File: config.mk
export PLATFORM = sky130hd
export DESIGN_NAME = mac_merged_tree
export DESIGN_NICKNAME = d
export VERILOG_FILES = /design/src/rtl/mac_pkg.sv /design/src/rtl/mac_booth_rows.sv /design/src/rtl/mac_csa_tree.sv /design/src/rtl/mac_round_sat.sv /design/src/rtl/mac_merged_tree.sv
export SDC_FILE = /design/constraint.sdc
export NUM_CORES = 1
export LEC_CHECK = 0
export ABC_CLOCK_PERIOD_IN_PS = 4550
export BUFFER_PORTS_ARGS = -buffer_cell sky130_fd_sc_hd__buf_2
export CELL_PAD_IN_SITES_DETAIL_PLACEMENT = 0
export CELL_PAD_IN_SITES_GLOBAL_PLACEMENT = 2
export CORE_ASPECT_RATIO = 1.4
export CORE_UTILIZATION = 40
export DETAILED_ROUTE_END_ITERATION = 8
export PLACE_DENSITY_LB_ADDON = 0.3
export RECOVER_POWER = 100
export SLEW_MARGIN = 10
export SYNTH_ARGS = -nofsm -noshare
export SYNTH_HDL_FRONTEND = slang
export SYNTH_HIERARCHICAL = 1
export SYNTH_SLANG_ARGS = --single-unit
File: constraint.sdc
create_clock -name clk -period 4.55 [get_ports clk]
set_clock_uncertainty 0.05 [all_clocks]
set_input_delay 0.455 -clock clk [delete_from_list [all_inputs] [get_ports clk]]
set_output_delay 0.455 -clock clk [all_outputs]
set_load 0.03 [all_outputs]
File: src/rtl/mac_pkg.sv
package mac_pkg;
    typedef enum logic [0:0] {
        ST_EMPTY = 1'b0,
        ST_SUM   = 1'b1
    } mac_state_e;

    typedef struct packed {
        logic neg;
        logic one;
        logic two;
    } booth_dig_t;
endpackage

File: src/rtl/mac_booth_rows.sv
module mac_booth_rows #(
    parameter int OP_W   = 16,
    parameter int TREE_W = 34,
    localparam int DIGITS = OP_W / 2
) (
    input  logic [OP_W-1:0]                 mcand,
    input  logic [OP_W-1:0]                 mplier,
    output logic [DIGITS-1:0][TREE_W-1:0]   rows,
    output logic [TREE_W-1:0]               corr
);
    import mac_pkg::*;

    logic [TREE_W-1:0] mcand_ext;
    logic [DIGITS-1:0] neg_bits;

    assign mcand_ext = {{(TREE_W-OP_W){mcand[OP_W-1]}}, mcand};

    for (genvar d = 0; d < DIGITS; d++) begin : g_digit
        logic [2:0]        trip;
        booth_dig_t        dig;
        logic [TREE_W-1:0] mag;

        if (d == 0) begin : g_first
            assign trip = {mplier[1], mplier[0], 1'b0};
        end else begin : g_rest
            assign trip = {mplier[2*d+1], mplier[2*d], mplier[2*d-1]};
        end

        always_comb begin
            dig.neg = trip[2];
            dig.one = trip[1] ^ trip[0];
            dig.two = (trip == 3'b100) || (trip == 3'b011);
            if (dig.one)      mag = mcand_ext;
            else if (dig.two) mag = mcand_ext << 1;
            else              mag = '0;
            rows[d] = (dig.neg ? ~mag : mag) << (2*d);
        end

        assign neg_bits[d] = dig.neg;
    end

    always_comb begin
        corr = '0;
        for (int d = 0; d < DIGITS; d++) begin
            corr[2*d] = neg_bits[d];
        end
    end
endmodule

File: src/rtl/mac_csa_tree.sv
module mac_csa_tree #(
    parameter int ROWS = 10,
    parameter int W    = 34
) (
    input  logic [ROWS-1:0][W-1:0] rows_in,
    output logic [W-1:0]           vec_s,
    output logic [W-1:0]           vec_c
);
    logic [W-1:0] cur [ROWS];
    logic [W-1:0] nxt [ROWS];
    int           live;
    int           put;

    always_comb begin
        for (int k = 0; k < ROWS; k++) cur[k] = rows_in[k];
        for (int k = 0; k < ROWS; k++) nxt[k] = '0;
        live = ROWS;
        put  = 0;
        for (int lvl = 0; lvl < ROWS; lvl++) begin
            if (live > 2) begin
                for (int k = 0; k < ROWS; k++) nxt[k] = '0;
                put = 0;
                for (int g = 0; g < ROWS / 3; g++) begin
                    if (3*g + 2 < live) begin
                        nxt[put]   = cur[3*g] ^ cur[3*g+1] ^ cur[3*g+2];
                        nxt[put+1] = ((cur[3*g] & cur[3*g+1]) |
                                      (cur[3*g] & cur[3*g+2]) |
                                      (cur[3*g+1] & cur[3*g+2])) << 1;
                        put = put + 2;
                    end
                end
                for (int k = 0; k < ROWS; k++) begin
                    if (k >= 3*(live/3) && k < live) begin
                        nxt[put] = cur[k];
                        put = put + 1;
                    end
                end
                for (int k = 0; k < ROWS; k++) cur[k] = nxt[k];
                live = put;
            end
        end
        vec_s = cur[0];
        vec_c = (live > 1) ? cur[1] : '0;
    end
endmodule

File: src/rtl/mac_round_sat.sv
module mac_round_sat #(
    parameter int ACC_W   = 32,
    parameter int OUT_W   = 16,
    parameter int RND_LSB = 15,
    localparam int HI_W   = ACC_W - RND_LSB + 1
) (
    input  logic [HI_W-1:0]  acc_hi,
    input  logic             rnd_en,
    input  logic             sat_en,
    output logic [OUT_W-1:0] res
);
    logic [HI_W-1:0] wide;

    assign wide = {acc_hi[HI_W-1], acc_hi[HI_W-1:1]} +
                  {{(HI_W-1){1'b0}}, rnd_en & acc_hi[0]};

    if (HI_W > OUT_W) begin : g_clamp
        logic too_hi;
        logic too_lo;
        always_comb begin
            too_hi = !wide[HI_W-1] && (|wide[HI_W-2:OUT_W-1]);
            too_lo =  wide[HI_W-1] && !(&wide[HI_W-2:OUT_W-1]);
            if (sat_en && too_hi)      res = {1'b0, {(OUT_W-1){1'b1}}};
            else if (sat_en && too_lo) res = {1'b1, {(OUT_W-1){1'b0}}};
            else                       res = wide[OUT_W-1:0];
        end
    end else begin : g_pass
        logic unused_sat;
        assign unused_sat = sat_en;
        assign res = {{(OUT_W-HI_W){wide[HI_W-1]}}, wide};
    end
endmodule

File: src/rtl/mac_merged_tree.sv
module mac_merged_tree #(
    parameter int OP_W    = 16,
    parameter int ACC_W   = 32,
    parameter int OUT_W   = 16,
    parameter int RND_LSB = 15
) (
    input  logic             clk,
    input  logic             rst_n,
    input  logic             in_valid,
    input  logic             clr,
    input  logic             sat_en,
    input  logic             rnd_en,
    input  logic [OP_W-1:0]  op_a,
    input  logic [OP_W-1:0]  op_b,
    output logic [ACC_W-1:0] acc_out,
    output logic [OUT_W-1:0] res_out,
    output logic             ovf_flag,
    output logic             out_valid
);
    import mac_pkg::*;

    localparam int DIGITS = OP_W / 2;
    localparam int TREE_W = ACC_W + 2;
    localparam int ROWS   = DIGITS + 2;

    mac_state_e state_q, state_d;

    logic [ACC_W-1:0]              acc_q, acc_d;
    logic                          flag_q, flag_d;
    logic                          vld_q;
    logic [DIGITS-1:0][TREE_W-1:0] pp_rows;
    logic [TREE_W-1:0]             corr_row;
    logic [TREE_W-1:0]             fb_row;
    logic [ROWS-1:0][TREE_W-1:0]   all_rows;
    logic [TREE_W-1:0]             vec_s, vec_c, tree_sum;
    logic [ACC_W+1:ACC_W-1]        top_bits;
    logic                          sum_ovf;
    logic [ACC_W-1:0]              clamp_val;

    mac_booth_rows #(.OP_W(OP_W), .TREE_W(TREE_W)) u_rows (
        .mcand (op_a),
        .mplier(op_b),
        .rows  (pp_rows),
        .corr  (corr_row)
    );

    // feedback row: zero when starting a new sum
    assign fb_row = (clr || state_q == ST_EMPTY) ? '0
                  : {{(TREE_W-ACC_W){acc_q[ACC_W-1]}}, acc_q};
    assign all_rows = {fb_row, corr_row, pp_rows};

    mac_csa_tree #(.ROWS(ROWS), .W(TREE_W)) u_tree (
        .rows_in(all_rows),
        .vec_s  (vec_s),
        .vec_c  (vec_c)
    );

    assign tree_sum  = vec_s + vec_c;
    assign top_bits  = tree_sum[ACC_W+1:ACC_W-1];
    assign sum_ovf   = (|top_bits) && !(&top_bits);
    assign clamp_val = tree_sum[TREE_W-1] ? {1'b1, {(ACC_W-1){1'b0}}}
                                          : {1'b0, {(ACC_W-1){1'b1}}};

    // next state
    always_comb begin
        state_d = state_q;
        unique case (state_q)
            ST_EMPTY: if (in_valid)         state_d = ST_SUM;
            ST_SUM:   if (clr && !in_valid) state_d = ST_EMPTY;
        endcase
    end

    // state register
    always_ff @(posedge clk or negedge rst_n) begin
        if (!rst_n) state_q <= ST_EMPTY;
        else        state_q <= state_d;
    end

    // datapath next values
    always_comb begin
        acc_d  = acc_q;
        flag_d = flag_q;
        if (in_valid) begin
            flag_d = clr ? 1'b0 : flag_q;
            if (sum_ovf && sat_en) begin
                acc_d  = clamp_val;
                flag_d = 1'b1;
            end else begin
                acc_d = tree_sum[ACC_W-1:0];
            end
        end else if (clr) begin
            acc_d  = '0;
            flag_d = 1'b0;
        end
    end

    // output registers
    always_ff @(posedge clk or negedge rst_n) begin
        if (!rst_n) begin
            acc_q  <= '0;
            flag_q <= 1'b0;
            vld_q  <= 1'b0;
        end else begin
            acc_q  <= acc_d;
            flag_q <= flag_d;
            vld_q  <= in_valid;
        end
    end

    mac_round_sat #(.ACC_W(ACC_W), .OUT_W(OUT_W), .RND_LSB(RND_LSB)) u_rs (
        .acc_hi(acc_q[ACC_W-1:RND_LSB-1]),
        .rnd_en(rnd_en),
        .sat_en(sat_en),
        .res   (res_out)
    );

    assign acc_out   = acc_q;
    assign ovf_flag  = flag_q;
    assign out_valid = vld_q;

    assert_valid_follows_R11: assert property (@(posedge clk) disable iff (!rst_n)
        in_valid |=> out_valid);
    assert_no_spurious_valid_R11: assert property (@(posedge clk) disable iff (!rst_n)
        !in_valid |=> !out_valid);
    assert_hold_idle_R4: assert property (@(posedge clk) disable iff (!rst_n)
        (!in_valid && !clr) |=> ($stable(acc_out) && $stable(ovf_flag)));
    assert_clear_alone_R3: assert property (@(posedge clk) disable iff (!rst_n)
        (clr && !in_valid) |=> (acc_out == '0 && !ovf_flag && state_q == ST_EMPTY));
    assert_empty_is_zero_R3: assert property (@(posedge clk) disable iff (!rst_n)
        (state_q == ST_EMPTY) |-> (acc_q == '0));
    assert_sticky_flag_R7: assert property (@(posedge clk) disable iff (!rst_n)
        (ovf_flag && !clr) |=> ovf_flag);
    assert_flag_needs_sat_R6: assert property (@(posedge clk) disable iff (!rst_n)
        $rose(ovf_flag) |-> $past(sat_en && in_valid));
endmodule

# Yosys cells after proc, flatten, opt, wreduce, memory -nomap -nowiden

Cells that the tools add are included.

Multiplexer cells: 37
Bitwise gates (word level): 73
Reductions and logical operators: 24
Add/sub/neg operators: 2
Equality and inequality tests: 15

Operator list:

| cell                 | number |
|---|---|
| $and A33 B33 Y33     | 22 |
| $or A33 B33 Y33      | 16 |
| $xor A34 B34 Y34     | 15 |
| $mux W32             | 7 |
| $mux W34             | 4 |
| $mux W30             | 3 |
| $mux W28             | 3 |
| $mux W26             | 3 |
| $mux W24             | 3 |
| $and A33 B15 Y33     | 2 |
| $mux W22             | 3 |
| $mux W20             | 3 |
| $add A34 B34 Y34     | 1 |
| $not A34 Y34         | 1 |
| $xor A34 B15 Y34     | 1 |
| $mux W16             | 2 |
| $not A32 Y32         | 1 |
| $not A30 Y30         | 1 |
| $not A28 Y28         | 1 |
| $not A26 Y26         | 1 |
| $not A24 Y24         | 1 |
| $not A22 Y22         | 1 |
| $eq A3 B2 Y1 const B | 7 |
| $eq A3 B3 Y1 const B | 7 |
| 16 further kinds     | 42 |

Input port bits: 38
Logic and storage cells: 155
Output and inout bits: 50
Register bits: 35

# Depth between registers and ports, before layout

Gate-level depths: netlist of run 1.

Word-level depth: 28
Depth in mapped cells: 32
Gate-level depth less buffers: 24

# Hierarchy

Netlist of run 1, hierarchy kept.

By module, submodules not included:

| module          | times used | sequential area each (um^2) | area each (um^2) | cells an instance |
|---|---|---|---|---|
| mac_csa_tree    | 1          | 0.0                         | 6,561.3          | 598 |
| mac_booth_rows  | 1          | 0.0                         | 5,984.5          | 908 |
| mac_merged_tree | 1          | 875.8                       | 3,410.8          | 389 |
| mac_round_sat   | 1          | 0.0                         | 879.6            | 133 |

# Worst setup path before layout of run 1

No wires, ideal clock.

Path kind: in2reg
Start: input op_b[5]
End: register acc_q[24], in the netlist acc_out[24]
Arrival: 7.186 ns
Path buffers: 8
Cell stages on the path: 31
Library setup time: 0.126 ns
Slack: -2.812 ns
Data required time: 4.374 ns
Path through: buf_4 inv_1 buf_2 ha_1 buf_2 o21ai_0 o21ai_1 buf_4 inv_1 fa_1 inv_1 fa_1 inv_1 fa_1 inv_1 fa_1 fa_1 ha_1 clkbuf_1 nand4_1 or2_1 clkbuf_1 nor3_1 o211a_1 nor3_2 xnor2_1 a21o_1 and3b_4 buf_6 buf_6 a221o_1

RTL lines:

| what                 | line                   | source |
|---|---|---|
| from (decl)          | mac_merged_tree.sv:14  | `input logic [OP_W-1:0] op_b,` |
| to (signal assigned) | mac_merged_tree.sv:100 | `acc_q <= '0;` |
| to (signal assigned) | mac_merged_tree.sv:104 | `acc_q <= acc_d;` |
| to (decl)            | mac_merged_tree.sv:28  | `logic [ACC_W-1:0] acc_q, acc_d;` |

==> flow_metrics.env, run 1 <==
export IMPL_status="finished with violations"
export IMPL_violations="max-capacitance violations, max-slew violations, negative setup slack"
export IMPL_coreArea_sq_um=41400
export IMPL_period_share=1.44
export IMPL_fillers=4218
export IMPL_synth_seq_cells=35
export IMPL_drt_wl_total_microns=49400
export IMPL_use_met2=0.445
export IMPL_busiest_layer="met2"
export IMPL_clk_pin_slew_ns=0.05
export IMPL_dieArea_sq_um=42900
export IMPL_multi_input_area_sq_um=13400
export IMPL_cts_tree="yes"
export IMPL_timing_fmax_mhz=152
export IMPL_seq_area_frac_synth=0.0520
export IMPL_drive_gt1_frac=0.250
export IMPL_io_pins=88
export IMPL_ys_async_sr_fraction=1.00
export IMPL_ys_warn_count=6
export IMPL_numPlacedInstances=2706
export IMPL_cp_start_kind="primary input"
export IMPL_hold_class="in2reg"
export IMPL_cts_buffers_inserted=5
export IMPL_antenna_found_initial=1
export IMPL_port_buffers=87
export IMPL_crit_path_max_fanout=7
export IMPL_slowest_delay_ns=0.57
export IMPL_synthCells=2028
export IMPL_met1_usage=0.299
export IMPL_rsz0062_at_grt="true"
export IMPL_nNetsFinal=2576
export IMPL_drc=0
export IMPL_slowest_stage="fa_1"
export IMPL_max_cap_violations=1
export IMPL_cts_hold_buf=0
export IMPL_start_util=0.407
export IMPL_timing_critical_path_arrival_ns=6.68
export IMPL_worstSetupPathType="in2reg"
export IMPL_cts_root_buf="clkbuf_16"
export IMPL_hold_viol=0
export IMPL_dieHeight_microns=245
export IMPL_worstMarginPinSlew_ns=1.89
export IMPL_grt_max_degree=36
export IMPL_track_usage=0.238
export IMPL_path_common_cell="fa_1"
export IMPL_clockBufferDepth=2
export IMPL_avgViaCountPerCell=5.20
export IMPL_overflow=0
export IMPL_area_delta_synth_final_pct=19.3
export IMPL_firstDrtPassIters=5
export IMPL_slew_violations=36
export IMPL_ant_nets=0
export IMPL_yosysUniqueCellTypes=74
export IMPL_vias=14377
export IMPL_cts_sinks=35
export IMPL_dpl_hpwl_microns=40500
export IMPL_period_needed_ns=6.57
export IMPL_grt_pass1_wl_microns=81600
export IMPL_gp_congestion=0.871
export IMPL_synth_edf_count=0
export IMPL_syn_avg_cell_area_sq_um=8.30
export IMPL_final_cells=2766
export IMPL_grt_pass1_vias=15081
export IMPL_cts_max_level=2
export IMPL_num_antenna_cells=0
export IMPL_ys_flop_type="dfrtp_1"
export IMPL_worstSetupEndpointType="register"
export IMPL_required_ns=4.65
export IMPL_wl_per_cell_microns=17.9
export IMPL_met3_usage=0.00945
export IMPL_seq_area_sq_um=876
export IMPL_clk_latency_ns=0.27
export IMPL_worst_slew_margin_rel=-0.262
export IMPL_die_x_microns=175
export IMPL_syn_area_sq_um=16800
export IMPL_setup_viol=33
export IMPL_worst_slack_ns=-2.02
export IMPL_drt_initial_drc_count=699
export IMPL_row_count=88
-- state kept, by name (all words and copies together), names as in the netlist --
name,cells
acc_out,32
state_q,1
ovf_flag,1
out_valid,1
-- worst max-delay path: cells and delay by family --
kind	cells	cell delay, ns
AOI/OAI and AO/OA	6	1.36
and+or+nand+nor	5	1.12
adders and majority gates	7	3.13
xor gates and xnor gates	1	0.13
buffers and inverters	7	0.47
-- per-layer routing --
| layer | vias up | wire [microns] |
|---|---|---|
| li1 | 6853 | - |
| met1 | 7170 | 20700 |
| met2 | 289 | 26400 |
| met3 | 65 | 1120 |
| met4 | 0 | 1180 |
| met5 | - | 0 |
-- final timing paths --
kind                       cells after the start          end         from  slack [ns]
setup / recovery                              26  acc_out[14]      op_b[5]       -2.02
setup reg to reg                              18  acc_out[14]      state_q        0.36
hold / removal                                 1    out_valid     in_valid        0.33
min in group asynchronous                      1  acc_out[29]        rst_n        0.65
max in group asynchronous                      1   acc_out[8]        rst_n        2.71
hold reg to reg                                1  acc_out[11]  acc_out[11]        0.51
-- cells in the mapped netlist (15+ instances only) --
| library cell | number | area share |
|---|---|---|
| a21o_1 | 18 | 0.0080 |
| a21oi_1 | 133 | 0.040 |
| a221o_1 | 30 | 0.018 |
| a22o_1 | 31 | 0.016 |
| a22oi_1 | 95 | 0.042 |
| and2_1 | 34 | 0.013 |
| buf_2 | 75 | 0.022 |
| buf_4 | 186 | 0.083 |
| buf_6 | 25 | 0.017 |
| clkbuf_1 | 41 | 0.0091 |
| dfrtp_1 | 35 | 0.052 |
| fa_1 | 258 | 0.31 |
| ha_1 | 54 | 0.040 |
| inv_1 | 345 | 0.077 |
| mux2i_1 | 15 | 0.0089 |
| nand2_1 | 143 | 0.032 |
| nand3_1 | 15 | 0.0045 |
| nor2_1 | 28 | 0.0062 |
| o21a_1 | 96 | 0.043 |
| o21ai_0 | 93 | 0.028 |
| o21ai_1 | 51 | 0.015 |
| xnor2_1 | 40 | 0.021 |
| xor2_1 | 20 | 0.010 |
-- what timing repair did --
item	4_1_cts	5_1_grt
gates cloned	10	0
resized for setup	140	38
pin swaps	103	31
setup endpoints to repair	33	33
setup buffers	39	8
-- metrics by stage --
step | hold slack (ns) | cell area, sq um | setup TNS (ns) | worst slack (ns) | utilization
final | 0.332 | 20100 | -65.70 | -2.02 | 0.485
after global routing | 0.337 | 20100 | -72.93 | -2.24 | 0.485
after CTS | 0.234 | 20000 | -64.86 | -1.99 | 0.482
after detailed placement | 0.491 | 18800 | -88.84 | -2.72 | 0.455
after global placement | 0.490 | 18800 | -87.83 | -2.69 | 0.455
after floorplan | 0.109 | 17400 | -73.25 | -2.30 | -
-- cell families after synthesis --
logic type / synth area share
and+or+nand+nor: 0.0899
buffers and inverters: 0.208
DFF: 0.0520
xor gates and xnor gates: 0.0326
muxes: 0.00959
other: 0.000446
adders and majority gates: 0.348
AOI/OAI and AO/OA: 0.259
-- cell type report --
cell class / count / area share
clock buffer: 6 / 0.00691
sequential: 35 / 0.0436
inverter: 345 / 0.0655
clock inverter: 1 / 0.000249
multi-input combinational: 1403 / 0.667
tap: 540 / 0.0336
timing repair buffer: 436 / 0.183
-- placed cells by master, fill, tap and decap left out, drive strengths merged, types with 11 or more instances in the layout --
master	netlist	layout
a21o	18	18
a21oi	144	144
a221o	30	30
a221oi	15	15
a22o	31	31
a22oi	95	95
and2	34	34
buf	288	386
clkbuf	41	54
conb	2	83
dfrtp	35	35
fa	258	258
ha	54	54
inv	345	345
mux2i	15	15
nand2	143	143
nand3	15	15
nor2	29	29
nor2b	13	14
o211ai	11	11
o21a	96	96
o21ai	144	144
xnor2	40	40
xor2	20	20
Power of run 1 is left out: the tool's default activity adds up to more than one toggle a clock period on the data nets, which glitch-free logic cannot reach.
==> inputs of run 2 (changes only) <==
--- a/config.mk
+++ b/config.mk
@@ -7,4 +7,6 @@
 export LEC_CHECK = 0
+export ABC_AREA = 1
 export ABC_CLOCK_PERIOD_IN_PS = 4550
 export BUFFER_PORTS_ARGS = -buffer_cell sky130_fd_sc_hd__buf_2
+export CAP_MARGIN = 20
 export CELL_PAD_IN_SITES_DETAIL_PLACEMENT = 0
@@ -12,3 +14,3 @@
 export CORE_ASPECT_RATIO = 1.4
-export CORE_UTILIZATION = 40
+export CORE_UTILIZATION = 37
 export DETAILED_ROUTE_END_ITERATION = 8
--- a/constraint.sdc
+++ b/constraint.sdc
@@ -4,2 +4,2 @@
 set_output_delay 0.455 -clock clk [all_outputs]
-set_load 0.03 [all_outputs]
+set_load 0.01 [all_outputs]
==> run 2 against run 1 <==
The run still ends with max-capacitance violations, max-slew violations, negative setup slack left. Fmax is 12% higher. Register-to-register slack improved by 0.83 ns. Hold slack improved by 0.074 ns. First-iteration DRC count grew 12%. Critical endpoint is now acc_out[18]. Non-clock buffer count is 53 lower. Critical path type unchanged. Sequential share of layout area is essentially flat. Via count increased by 5.4%. Die area rose by 8.4%.
==> flow_metrics.env, run 2 <==
export IMPL_gp_congestion=0.886
export IMPL_crit_path_max_fanout=22
export IMPL_slowest_delay_ns=0.57
export IMPL_num_antenna_cells=0
export IMPL_ys_warn_count=6
export IMPL_postLayoutCellArea_sq_um=20300
export IMPL_drt_initial_drc_count=780
export IMPL_area_delta_synth_final_pct=20.2
export IMPL_status="finished with violations"
export IMPL_synthCells=2498
export IMPL_synth_edf_count=0
export IMPL_yosysTopAreaCell="fa_1"
export IMPL_reg2reg_slack_ns=1.19
export IMPL_cts_tree="yes"
export IMPL_antenna_found_initial=0
export IMPL_ant_nets=0
export IMPL_coreArea_sq_um=45000
export IMPL_cts_hold_buf=0
export IMPL_endpoint="acc_out[18]"
export IMPL_final_common_cell="nand2_1"
export IMPL_cp_start_kind="primary input"
export IMPL_seq_area_frac_synth=0.0518
export IMPL_overflow=0
export IMPL_max_cap_violations=1
export IMPL_synthMostInstantiatedCell="nand2_1"
export IMPL_yosysUniqueCellTypes=45
export IMPL_setup_viol=33
export IMPL_cts_root_buf="clkbuf_16"
export IMPL_avgViaCountPerCell=4.58
export IMPL_worstSetupEndpointType="register"
export IMPL_rsz0062_at_grt="true"
export IMPL_firstDrtPassIters=5
export IMPL_slowest_stage="fa_1"
export IMPL_cts_buffers_inserted=5
export IMPL_drt_wl_total_microns=51600
export IMPL_timing_fmax_mhz=171
export IMPL_r2r_end="acc_out[18]"
export IMPL_worst_slack_ns=-1.31
export IMPL_syn_area_sq_um=16900
export IMPL_grt_max_degree=36
export IMPL_hold_class="in2reg"
export IMPL_hold_viol=0
export IMPL_timing_critical_path_arrival_ns=5.98
export IMPL_syn_avg_cell_area_sq_um=6.76
export IMPL_synth_top_area_frac=0.306
export IMPL_dpl_hpwl_microns=42300
export IMPL_tns_ns=-42.39
export IMPL_post_place_ws_ns=-1.91
export IMPL_cts_max_level=2
export IMPL_whs_ns=0.406
export IMPL_clockBufferDepth=2
export IMPL_worstMarginPinSlew_ns=1.90
export IMPL_worst_slew_margin_rel=-0.269
export IMPL_layout_common_cells="nand2_1 (759), inv_1 (450), fa_1 (252)"
export IMPL_largest_register_ffs=32
export IMPL_cts_sinks=35
export IMPL_slew_violations=36
export IMPL_yosys_top_cells_area="fa_1 (31%), nand2_1 (18%), inv_1 (11%), buf_4 (8.6%), dfrtp_1 (5.2%)"
export IMPL_grt_pass1_vias=15775
export IMPL_dieArea_sq_um=46500
export IMPL_dieHeight_microns=255
export IMPL_io_pins=88
export IMPL_row_count=92
export IMPL_start_util=0.375
export IMPL_ys_async_sr_fraction=1.00
export IMPL_vias=15157
export IMPL_path_common_cell="nand2_1"
export IMPL_post_dp_cell_area_sq_um=18900
export IMPL_critPathLaunch="op_b[5]"
export IMPL_r2r_start="state_q"
export IMPL_ys_flop_type="dfrtp_1"
export IMPL_port_buffers=87
export IMPL_grt_pass1_wl_microns=83900
export IMPL_period_share=1.29
export IMPL_required_ns=4.66
export IMPL_synth_commonest_cells="nand2_1 (808), inv_1 (479), fa_1 (258), buf_4 (193), nand3_1 (173)"
export IMPL_die_x_microns=183
export IMPL_wl_per_cell_microns=15.6
export IMPL_synth_seq_cells=35
export IMPL_worstHoldPathCells=1
export IMPL_clk_pin_slew_ns=0.05
export IMPL_worstHoldStart="in_valid"
export IMPL_worstSetupPathType="in2reg"
export IMPL_nNetsFinal=3046
export IMPL_clk_latency_ns=0.27
export IMPL_track_usage=0.232
export IMPL_drive_gt1_frac=0.220
export IMPL_drc=0
export IMPL_violations="max-capacitance violations, max-slew violations, negative setup slack"
export IMPL_period_needed_ns=5.86
export IMPL_r2r_cells=19
run 2: cell types whose count changed in the layout (fill, tap and decap cells not counted), sizes merged, moves of 16 or more:
cell   before  now
a21o       18    1
o21ai     144  128
a221o      30    0
inv       345  489
a22oi      95    0
a22o       31    0
o21a       96    1
and2       34    1
a21oi     144   49
nand3      15  185
xnor2      40   21
buf       386  333
nand2     143  836
nor2       29  108
run 2: layout make-up:
| class | instances | area [sq um] |
|---|---|---|
| repair buffers | 383 | 3190 |
| well taps | 611 | 764 |
| fillers | 4742 | 24700 |
| clock buffers | 8 | 156 |
| inverters | 489 | 1870 |
| flip-flops and latches | 35 | 876 |
| multi-input cells | 1782 | 13400 |
run 2: cell families (layout without fill, tap and decap cells):
kind of cell | Yosys count | count (layout) | share of synthesized area
buffers and inverters | 763 | 880 | 0.230
other | 2 | 83 | 0.000444
AOI/OAI and AO/OA | 194 | 194 | 0.0615
xor gates and xnor gates | 48 | 48 | 0.0253
and+or+nand+nor | 1144 | 1145 | 0.285
DFF | 35 | 35 | 0.0518
adders and majority gates | 312 | 312 | 0.346
run 2: metal layers:
metal,track usage,wire (microns),vias to the layer above
met5,0,0,-
met4,0.0790,1950,0
met3,0.0115,1260,87
met2,0.447,27700,283
met1,0.270,20700,7245
li1,-,-,7542
run 2: what timing repair did:
action	in CTS	in global routing
pin swaps	55	42
buffers inserted	27	10
endpoints found under the setup margin	33	33
resized for setup	135	99
gates cloned	7	4
run 2: per-stage QoR:
| stage | utilization | cells |
|---|---|---|
| 2_1_floorplan | - | 2579 |
| 3_3_place_gp | 0.420 | 3252 |
| 3_5_place_dp | 0.420 | 3252 |
| 4_1_cts | 0.443 | 3294 |
| 5_1_grt | 0.451 | 3308 |
| 6_report | 0.451 | 3308 |
run 2: worst min path at each step:
stage                  to  slack, ns
2_1_floorplan  acc_out[0]       0.11
3_3_place_gp     ovf_flag       0.42
3_5_place_dp     ovf_flag       0.44
4_1_cts        acc_out[5]       0.25
5_1_grt         out_valid       0.41
6_report        out_valid       0.41
run 2: critical path, delay by kind of cell:
kind | cells | cell delay, ns
AOI/OAI and AO/OA | 2 | 0.33
adders and majority gates | 7 | 3.14
buffers and inverters | 9 | 0.81
and+or+nand+nor | 16 | 1.23
Power of run 2 is left out for the same reason.
